`src/rtl/sw_pkg.sv`:
```
package sw_pkg;
  typedef enum logic {SEL_SIMPLEX = 1'b0, SEL_DUPLEX = 1'b1} sel_mode_e;
endpackage

```
`src/rtl/sw_pick.sv`:
```
// Finds the lowest and second-lowest set bits of a candidate mask.
module sw_pick #(
  parameter int N_UNITS = 4,
  localparam int IDX_W = (N_UNITS > 1) ? $clog2(N_UNITS) : 1
) (
  input  logic [N_UNITS-1:0] cand,
  output logic [IDX_W-1:0]   first_idx,
  output logic [IDX_W-1:0]   second_idx,
  output logic               have_one,
  output logic               have_two
);
  always_comb begin
    first_idx  = '0;
    second_idx = '0;
    have_one   = 1'b0;
    have_two   = 1'b0;
    for (int i = 0; i < N_UNITS; i++) begin
      if (cand[i]) begin
        if (!have_one) begin
          first_idx = IDX_W'(i);
          have_one  = 1'b1;
        end else if (!have_two) begin
          second_idx = IDX_W'(i);
          have_two   = 1'b1;
        end
      end
    end
  end
endmodule

```
`src/rtl/sw_mux.sv`:
```
// Selects one unit word out of the packed bus.
module sw_mux #(
  parameter int N_UNITS = 4,
  parameter int DATA_W  = 8,
  localparam int IDX_W = (N_UNITS > 1) ? $clog2(N_UNITS) : 1
) (
  input  logic [N_UNITS*DATA_W-1:0] bus,
  input  logic [IDX_W-1:0]          sel,
  output logic [DATA_W-1:0]         word
);
  always_comb begin
    word = '0;
    for (int i = 0; i < N_UNITS; i++) begin
      if (sel == IDX_W'(i)) word = bus[i*DATA_W +: DATA_W];
    end
  end
endmodule

```
`src/rtl/spare_switch.sv`:
```
module spare_switch
  import sw_pkg::*;
#(
  parameter int        N_UNITS = 4,
  parameter int        DATA_W  = 8,
  parameter sel_mode_e MODE    = SEL_SIMPLEX,
  localparam int IDX_W = (N_UNITS > 1) ? $clog2(N_UNITS) : 1
) (
  input  logic                      clk,
  input  logic                      rst_n,
  input  logic [N_UNITS*DATA_W-1:0] unit_data,
  input  logic                      in_valid,
  output logic                      in_ready,
  input  logic [N_UNITS-1:0]        unit_fault,
  output logic [DATA_W-1:0]         out_data,
  output logic                      out_valid,
  input  logic                      out_ready,
  output logic [IDX_W-1:0]          primary_idx,
  output logic [IDX_W-1:0]          second_idx,
  output logic [N_UNITS-1:0]        faulty_mask,
  output logic                      exhausted,
  output logic [N_UNITS-1:0]        power_en
);
  localparam bit DUPLEX = (MODE == SEL_DUPLEX);

  logic [IDX_W-1:0]   pri_q, sec_q;
  logic [N_UNITS-1:0] mask_q;
  logic               ex_q;

  logic               trip;
  logic [N_UNITS-1:0] retire;
  logic [N_UNITS-1:0] pri_oh, sec_oh;
  logic [IDX_W-1:0]   nxt_first, nxt_second;
  logic               have_one, have_two, enough;

  always_comb begin
    pri_oh = '0;
    sec_oh = '0;
    pri_oh[pri_q] = 1'b1;
    sec_oh[sec_q] = 1'b1;
  end

  // Stream edge: no storage, ready and valid pass straight through.
  assign out_valid = in_valid;
  assign in_ready  = out_ready;

  sw_mux #(.N_UNITS(N_UNITS), .DATA_W(DATA_W)) u_pri_mux (
    .bus(unit_data), .sel(pri_q), .word(out_data)
  );

  generate
    if (DUPLEX) begin : g_duplex
      logic [DATA_W-1:0] sec_word;
      sw_mux #(.N_UNITS(N_UNITS), .DATA_W(DATA_W)) u_sec_mux (
        .bus(unit_data), .sel(sec_q), .word(sec_word)
      );
      assign trip   = !ex_q && (unit_fault[pri_q] || unit_fault[sec_q] ||
                                (in_valid && (sec_word != out_data)));
      assign retire = pri_oh | sec_oh;
      assign enough = have_two;
    end else begin : g_simplex
      assign trip   = !ex_q && unit_fault[pri_q];
      assign retire = pri_oh;
      assign enough = have_one;
    end
  endgenerate

  sw_pick #(.N_UNITS(N_UNITS)) u_pick (
    .cand      (~(mask_q | retire)),
    .first_idx (nxt_first),
    .second_idx(nxt_second),
    .have_one  (have_one),
    .have_two  (have_two)
  );

  always_ff @(posedge clk) begin
    if (!rst_n) begin
      pri_q  <= '0;
      sec_q  <= DUPLEX ? IDX_W'(1) : '0;
      mask_q <= '0;
      ex_q   <= 1'b0;
    end else if (trip) begin
      mask_q <= mask_q | retire;
      if (enough) begin
        pri_q <= nxt_first;
        sec_q <= DUPLEX ? nxt_second : nxt_first;
      end else begin
        ex_q <= 1'b1;
      end
    end
  end

  assign primary_idx = pri_q;
  assign second_idx  = sec_q;
  assign faulty_mask = mask_q;
  assign exhausted   = ex_q;
  assign power_en    = pri_oh | sec_oh;

  // while not exhausted the primary unit is never a flagged one
  p_primary_healthy_r3: assert property (@(posedge clk) disable iff (!rst_n)
    !ex_q |-> !mask_q[pri_q]);

  // flags are sticky
  p_mask_sticky_r5: assert property (@(posedge clk) disable iff (!rst_n)
    ((mask_q & $past(mask_q)) == $past(mask_q)));

  // primary index only moves upward
  p_ascend_r5: assert property (@(posedge clk) disable iff (!rst_n)
    (pri_q >= $past(pri_q)));

  // once exhausted, nothing moves
  p_exhaust_hold_r6: assert property (@(posedge clk) disable iff (!rst_n)
    ex_q |=> (ex_q && $stable(pri_q) && $stable(sec_q) && $stable(mask_q)));

  // a fault on the primary flags that unit at the next edge
  p_flag_primary_r3: assert property (@(posedge clk) disable iff (!rst_n)
    (!ex_q && unit_fault[pri_q]) |=> mask_q[$past(pri_q)]);

  // a state change only happens when a selected unit tripped
  p_idle_ignored_r4: assert property (@(posedge clk) disable iff (!rst_n)
    (!trip) |=> ($stable(mask_q) && $stable(pri_q)));

  // power goes only to the selected units
  p_power_r10: assert property (@(posedge clk) disable iff (!rst_n)
    ($countones(power_en) == (DUPLEX ? 2 : 1)));
endmodule

```
`config.mk`:
```
export PLATFORM = sky130hd
export DESIGN_NAME = spare_switch
export DESIGN_NICKNAME = d
export VERILOG_FILES = /design/src/rtl/sw_pkg.sv /design/src/rtl/sw_pick.sv /design/src/rtl/sw_mux.sv /design/src/rtl/spare_switch.sv
export SDC_FILE = /design/constraint.sdc
export NUM_CORES = 1
export LEC_CHECK = 0
export BUFFER_PORTS_ARGS = -buffer_cell sky130_fd_sc_hd__buf_2
export CAP_MARGIN = 40
export CORE_ASPECT_RATIO = 0.7
export CORE_UTILIZATION = 36
export CTS_BUF_LIST = sky130_fd_sc_hd__clkbuf_8
export DETAILED_ROUTE_END_ITERATION = 10
export HOLD_SLACK_MARGIN = 0.02
export MAX_ROUTING_LAYER = met4
export PLACE_DENSITY_LB_ADDON = 0.12
export SLEW_MARGIN = 10
export SYNTH_ARGS = -nofsm -noshare
export SYNTH_HDL_FRONTEND = slang
export SYNTH_HIERARCHICAL = 1
export SYNTH_SLANG_ARGS = --single-unit
```
`constraint.sdc`:
```
create_clock -name clk -period 1.9 [get_ports clk]
set_clock_uncertainty 0.1 [all_clocks]
set_input_delay 0.095 -clock clk [delete_from_list [all_inputs] [get_ports clk]]
set_output_delay 0.095 -clock clk [all_outputs]
set_load 0.005 [all_outputs]
```
; After elaboration in Yosys (flattened, before gate mapping)
; Cells that the tools add are included.
[totals]
in_bits = 40
reg_bits = 7
out_inout_bits = 23
[classes]
n_lt_le_gt_ge = 2
n_mux = 18
n_bitwise = 4
eq_ne = 3
reduce_logical = 6
[op_table]
columns = operator, n
row1 = 8-bit two-way mux, 4
row2 = 2-bit two-way mux, 5
row3 = 4-bit bitwise OR, 2
row4 = 1-bit two-way mux, 7
row5 = "2-bit equality test, second input constant", 2
row6 = 4-bit inverter, 1
row7 = 2-bit AND reduction, 2
row8 = "2-bit by 3-bit less-than comparator with 1-bit output, second input constant", 1
row9 = 1-bit binary-select mux with 2-bit select, 1
row10 = 1-bit demux with 2-bit select, 1
row11 = "2-bit by 1-bit equality test with 1-bit output, second input constant", 1
row12 = "2-bit by 1-bit >= comparator with 1-bit output, second input constant", 1
row13 = 1-bit logical AND, 2
row14 = 2-bit zero test, 1
row15 = 1-bit zero test, 1
row16 = 1-bit inverter, 1

; Depth between registers and ports, before layout
[logic_depth]
depth_word = 13
ltp_mapped = 9
mapped_depth_nobuf = 8

; By module
; Netlist, hierarchy kept.
[by_module_without_submodules]
columns = module, area_per_inst_um2, seq_area_each_um2, cells_each, instances
row1 = spare_switch, 399.1, 140.1, 45, 1
row2 = sw_mux, 196.4, 0.0, 10, 1
row3 = sw_pick, 183.9, 0.0, 21, 1

; Worst setup path before layout
; No wires, ideal clock.
[synth_timing]
path_kind = flip-flop to flip-flop
start = reg pri_q[0] (netlist: primary_idx[0])
end = reg pri_q[0] (netlist: primary_idx[0])
setup_time_ns = 0.120
t_required_ns = 1.680
arrival_time_ns = 1.910
stages_incl_launch_ff = 10
path_slack_ns = -0.230
cell_sequence = dfxtp_1 > clkbuf_1 > nor2b_1 > nor2_1 > inv_1 > ha_1 > nand2_1 > and3b_1 > a32o_1 > mux2i_1
[synth_rtl]
columns = element, line
row1 = "start, declared", spare_switch.sv:26  ; logic [IDX_W-1:0] pri_q, sec_q;
row2 = "start signal, assigned", spare_switch.sv:85  ; pri_q <= nxt_first;
row3 = 2-bit by 3-bit less-than comparator with 1-bit output (not written as such) or 2-bit by 1-bit >= comparator with 1-bit output (tied branches), --
row4 = 1-bit logical AND, --
row5 = 1-bit two-way mux, --
row6 = 1-bit demux with 2-bit select (*), --
row7 = 4-bit bitwise OR (*), spare_switch.sv:69  ; .cand (~(mask_q | retire)),
row8 = 4-bit inverter (*), spare_switch.sv:69
row9 = 1-bit two-way mux (3 in series), sw_pick.sv:18  ; if (cand[i]) begin
row10 = 1-bit two-way mux (*), sw_pick.sv:18
row11 = named net enough, spare_switch.sv:34  ; logic have_one, have_two, enough;
row12 = 2-bit AND reduction (no source line) (*), --
; The timed path passes the listed nets; every way through them passes the cells marked *. The select of a mux whose other input is x is not followed.
; A chain may end at the register's enable or synchronous reset.

; Final worst setup path
[layout_timing]
start = reg pri_q[1] (netlist: primary_idx[1])
end = reg pri_q[0] (netlist: primary_idx[0])
; Same word-level chain as after synthesis.

==> results.py <==
metrics = {
    "drt": {
        "dr.pass1.iters": 4,
        "drt_iter0_drc": 14,
        "ant_nets": 0,
        "drc_errors": 0,
        "via_per_inst": 4.99,
        "wl_per_cell_um": 13.2,
        "via_count": 714,
        "wirelength_um": 1880,
    },
    "timing": {
        "rsz0062_at_grt": "no",
        "fin_crit_ns": 1.72,
        "final_hold_viol_count": 0,
        "max_slew.worst_pin.slew_ns": 0.289,
        "period_share_pct": 90.3,
        "fmax_ghz": 0.583,
        "setup-violations-final": 0,
        "tns_ns": 0,
        "slew-limit-headroom_pct": 80.4,
        "drv_slew": 0,
    },
    "global_routing": {
        "grt_pass1_wl_um": 2620,
        "grt_usage_pct": 19.9,
        "overflow": 0,
        "grt_max_degree": 11,
        "grt_pass1_vias": 553,
        "antenna_found_initial": 0,
    },
    "cells_and_area": {
        "finalNonFillerCells": 143,
        "syn2layout_area_growth_pct": 47.5,
        "final_area_um2": 991,
        "finalNetCount": 165,
        "drive_gt1_share_pct": 64.8,
        "antenna_cells": 0,
    },
    "floorplan": {
        "start_util_pct": 40.3,
        "ioPinCount": 63,
        "dieHeight_um": 38.1,
        "rows": 12,
        "die-area_mm2": 0.00205,
        "core_area_mm2": 0.00167,
        "die_w_um": 53.6,
    },
    "cts": {
        "post_cts_resize_count": 0,
        "ctsHoldBuffers": 0,
        "post-cts-setup-buffer-count": 0,
        "clock-sinks": 7,
        "cts_buffer_depth": 2,
        "cts_max_level": 1,
        "cts_made_buffers": 3,
        "clkTransAtPathRegs_ns": 0.05,
        "clk-insertion-delay-late_ns": 0.23,
        "cts_tree": "done",
        "clockRootBuffer": "clkbuf_8",
    },
    "placement": {
        "place_area_um2": 942,
        "io_buffers": 58,
        "place.gp.congestion": 0.826,
        "placed_cells": 139,
        "hpwl_um": 1580,
    },
    "setup_path": {
        "startpoint_type": "flip-flop",
        "slowest_delay_ns": 0.43,
        "required_ns": 1.96,
        "critPathArrivalTime_ns": 1.77,
        "slowest_stage": "dfxtp_2",
        "critical_path_class": "flip-flop to flip-flop",
        "crit_family": "simple AND/OR/NAND/NOR gates",
        "crit_chain": "nor2b_1 -> nor2_1 -> inv_1 -> ha_1 -> nand2_1 -> and3b_1 -> a32o_1 -> mux2i_1",
        "end_kind": "flip-flop",
        "critical_path_buf_inv_count": 1,
        "cp_max_fo": 10,
    },
    "power": {
        "p_sw_share_pct": 35.8,
        "intPower_w": 0.000656,
        "p_leak_nw": 0.506,
        "power_density_mw_per_mm2": 1030,
        "ir_worst_vdd_v": 0.000674,
        "p_switching_w": 0.000366,
        "p_seq_share_pct": 21.1,
        "pwr-share-clk_pct": 21.5,
        "power.share.combinational_pct": 57.3,
    },
    "min_path": {
        "hp-class": "primary input to flip-flop",
    },
    "flow_run": {
        "cap_violations": 0,
    },
    "yosys": {
        "synth_nets": 108,
        "synthCells": 66,
        "yosys_warnings": 6,
        "syn_avg_cell_area_um2": 10.2,
        "syn_area_um2": 672,
    },
    "run_status": {
        "status": "completed",
    },
}
==> registers in the layout, indices dropped and copies added, names as in the netlist <==
name         count
primary_idx      2
exhausted        1
faulty_mask      4
==> power by group through the flow <==
stage,logic [W],clock network (W),registers (W)
6_report,0.000586,0.000220,0.000216
5_1_grt,0.000647,0.000235,0.000222
4_1_cts,0.000590,0.000225,0.000212
3_5_place_dp,0.000588,0,0.000214
3_3_place_gp,0.000578,0,0.000213
2_1_floorplan,0.000423,0,0.000203
==> worst paths after layout <==
check,cells after the start,to,slack (ns),from
setup / recovery,8,primary_idx[0],0.18,primary_idx[1]
hold / removal,3,faulty_mask[2],0.07,unit_fault[2]
setup reg to reg,8,primary_idx[0],0.18,primary_idx[1]
hold reg to reg,1,faulty_mask[3],0.39,faulty_mask[3]
==> cells in the final DEF (no fill, tap or decap) <==
cell / instances
nor4bb_1: 1
and4b_1: 1
a31oi_1: 2
buf_2: 58
inv_1: 2
dfxtp_2: 2
o21a_1: 3
nand2_1: 6
nor2b_1: 4
clkbuf_8: 3
nor4b_1: 1
clkinv_2: 1
a32o_1: 1
o21ai_0: 1
nor2_1: 7
mux4_2: 8
mux2_2: 1
buf_4: 5
nand2b_1: 1
mux2i_1: 3
a21oi_1: 1
ha_1: 2
and3b_1: 1
and2_1: 1
dfxtp_1: 5
mux2_4: 1
==> worst min-delay path, cell delays in order <==
cell and delay, ns:
buf_2 0.10, a31oi_1 0.08, nor2b_1 0.09
==> metal layers <==
layer | share of wire [%] | global-route usage, %
met4 | 2.0 | 8.55
met2 | 49 | 30.9
met1 | 41 | 23.4
met5 | 0 | -
met3 | 7.5 | 7.14
==> per-stage QoR <==
stage          worst slack (ns)  hold slack, ns  total power [W]  util, %
6_report                  0.184          0.0723          0.00102     59.5
5_1_grt                  0.0668          0.0883          0.00110     59.5
4_1_cts                  0.0703          0.0702          0.00103     59.3
3_5_place_dp             0.0821          0.0901         0.000802     56.5
3_3_place_gp              0.165          0.0901         0.000791     56.5
2_1_floorplan            0.0288           0.171         0.000626        -
==> final cells by class <==
| class | count | area (um^2) |
|---|---|---|
| sequential | 7 | 143 |
| clock inverter | 1 | 5.00 |
| multi-input combinational | 46 | 440 |
| inverter | 2 | 7.51 |
| fill | 139 | 676 |
| tap | 21 | 26.3 |
| timing repair buffer | 63 | 328 |
| clock buffer | 3 | 41.3 |
No activity file was read; power rests on OpenSTA's default activity.
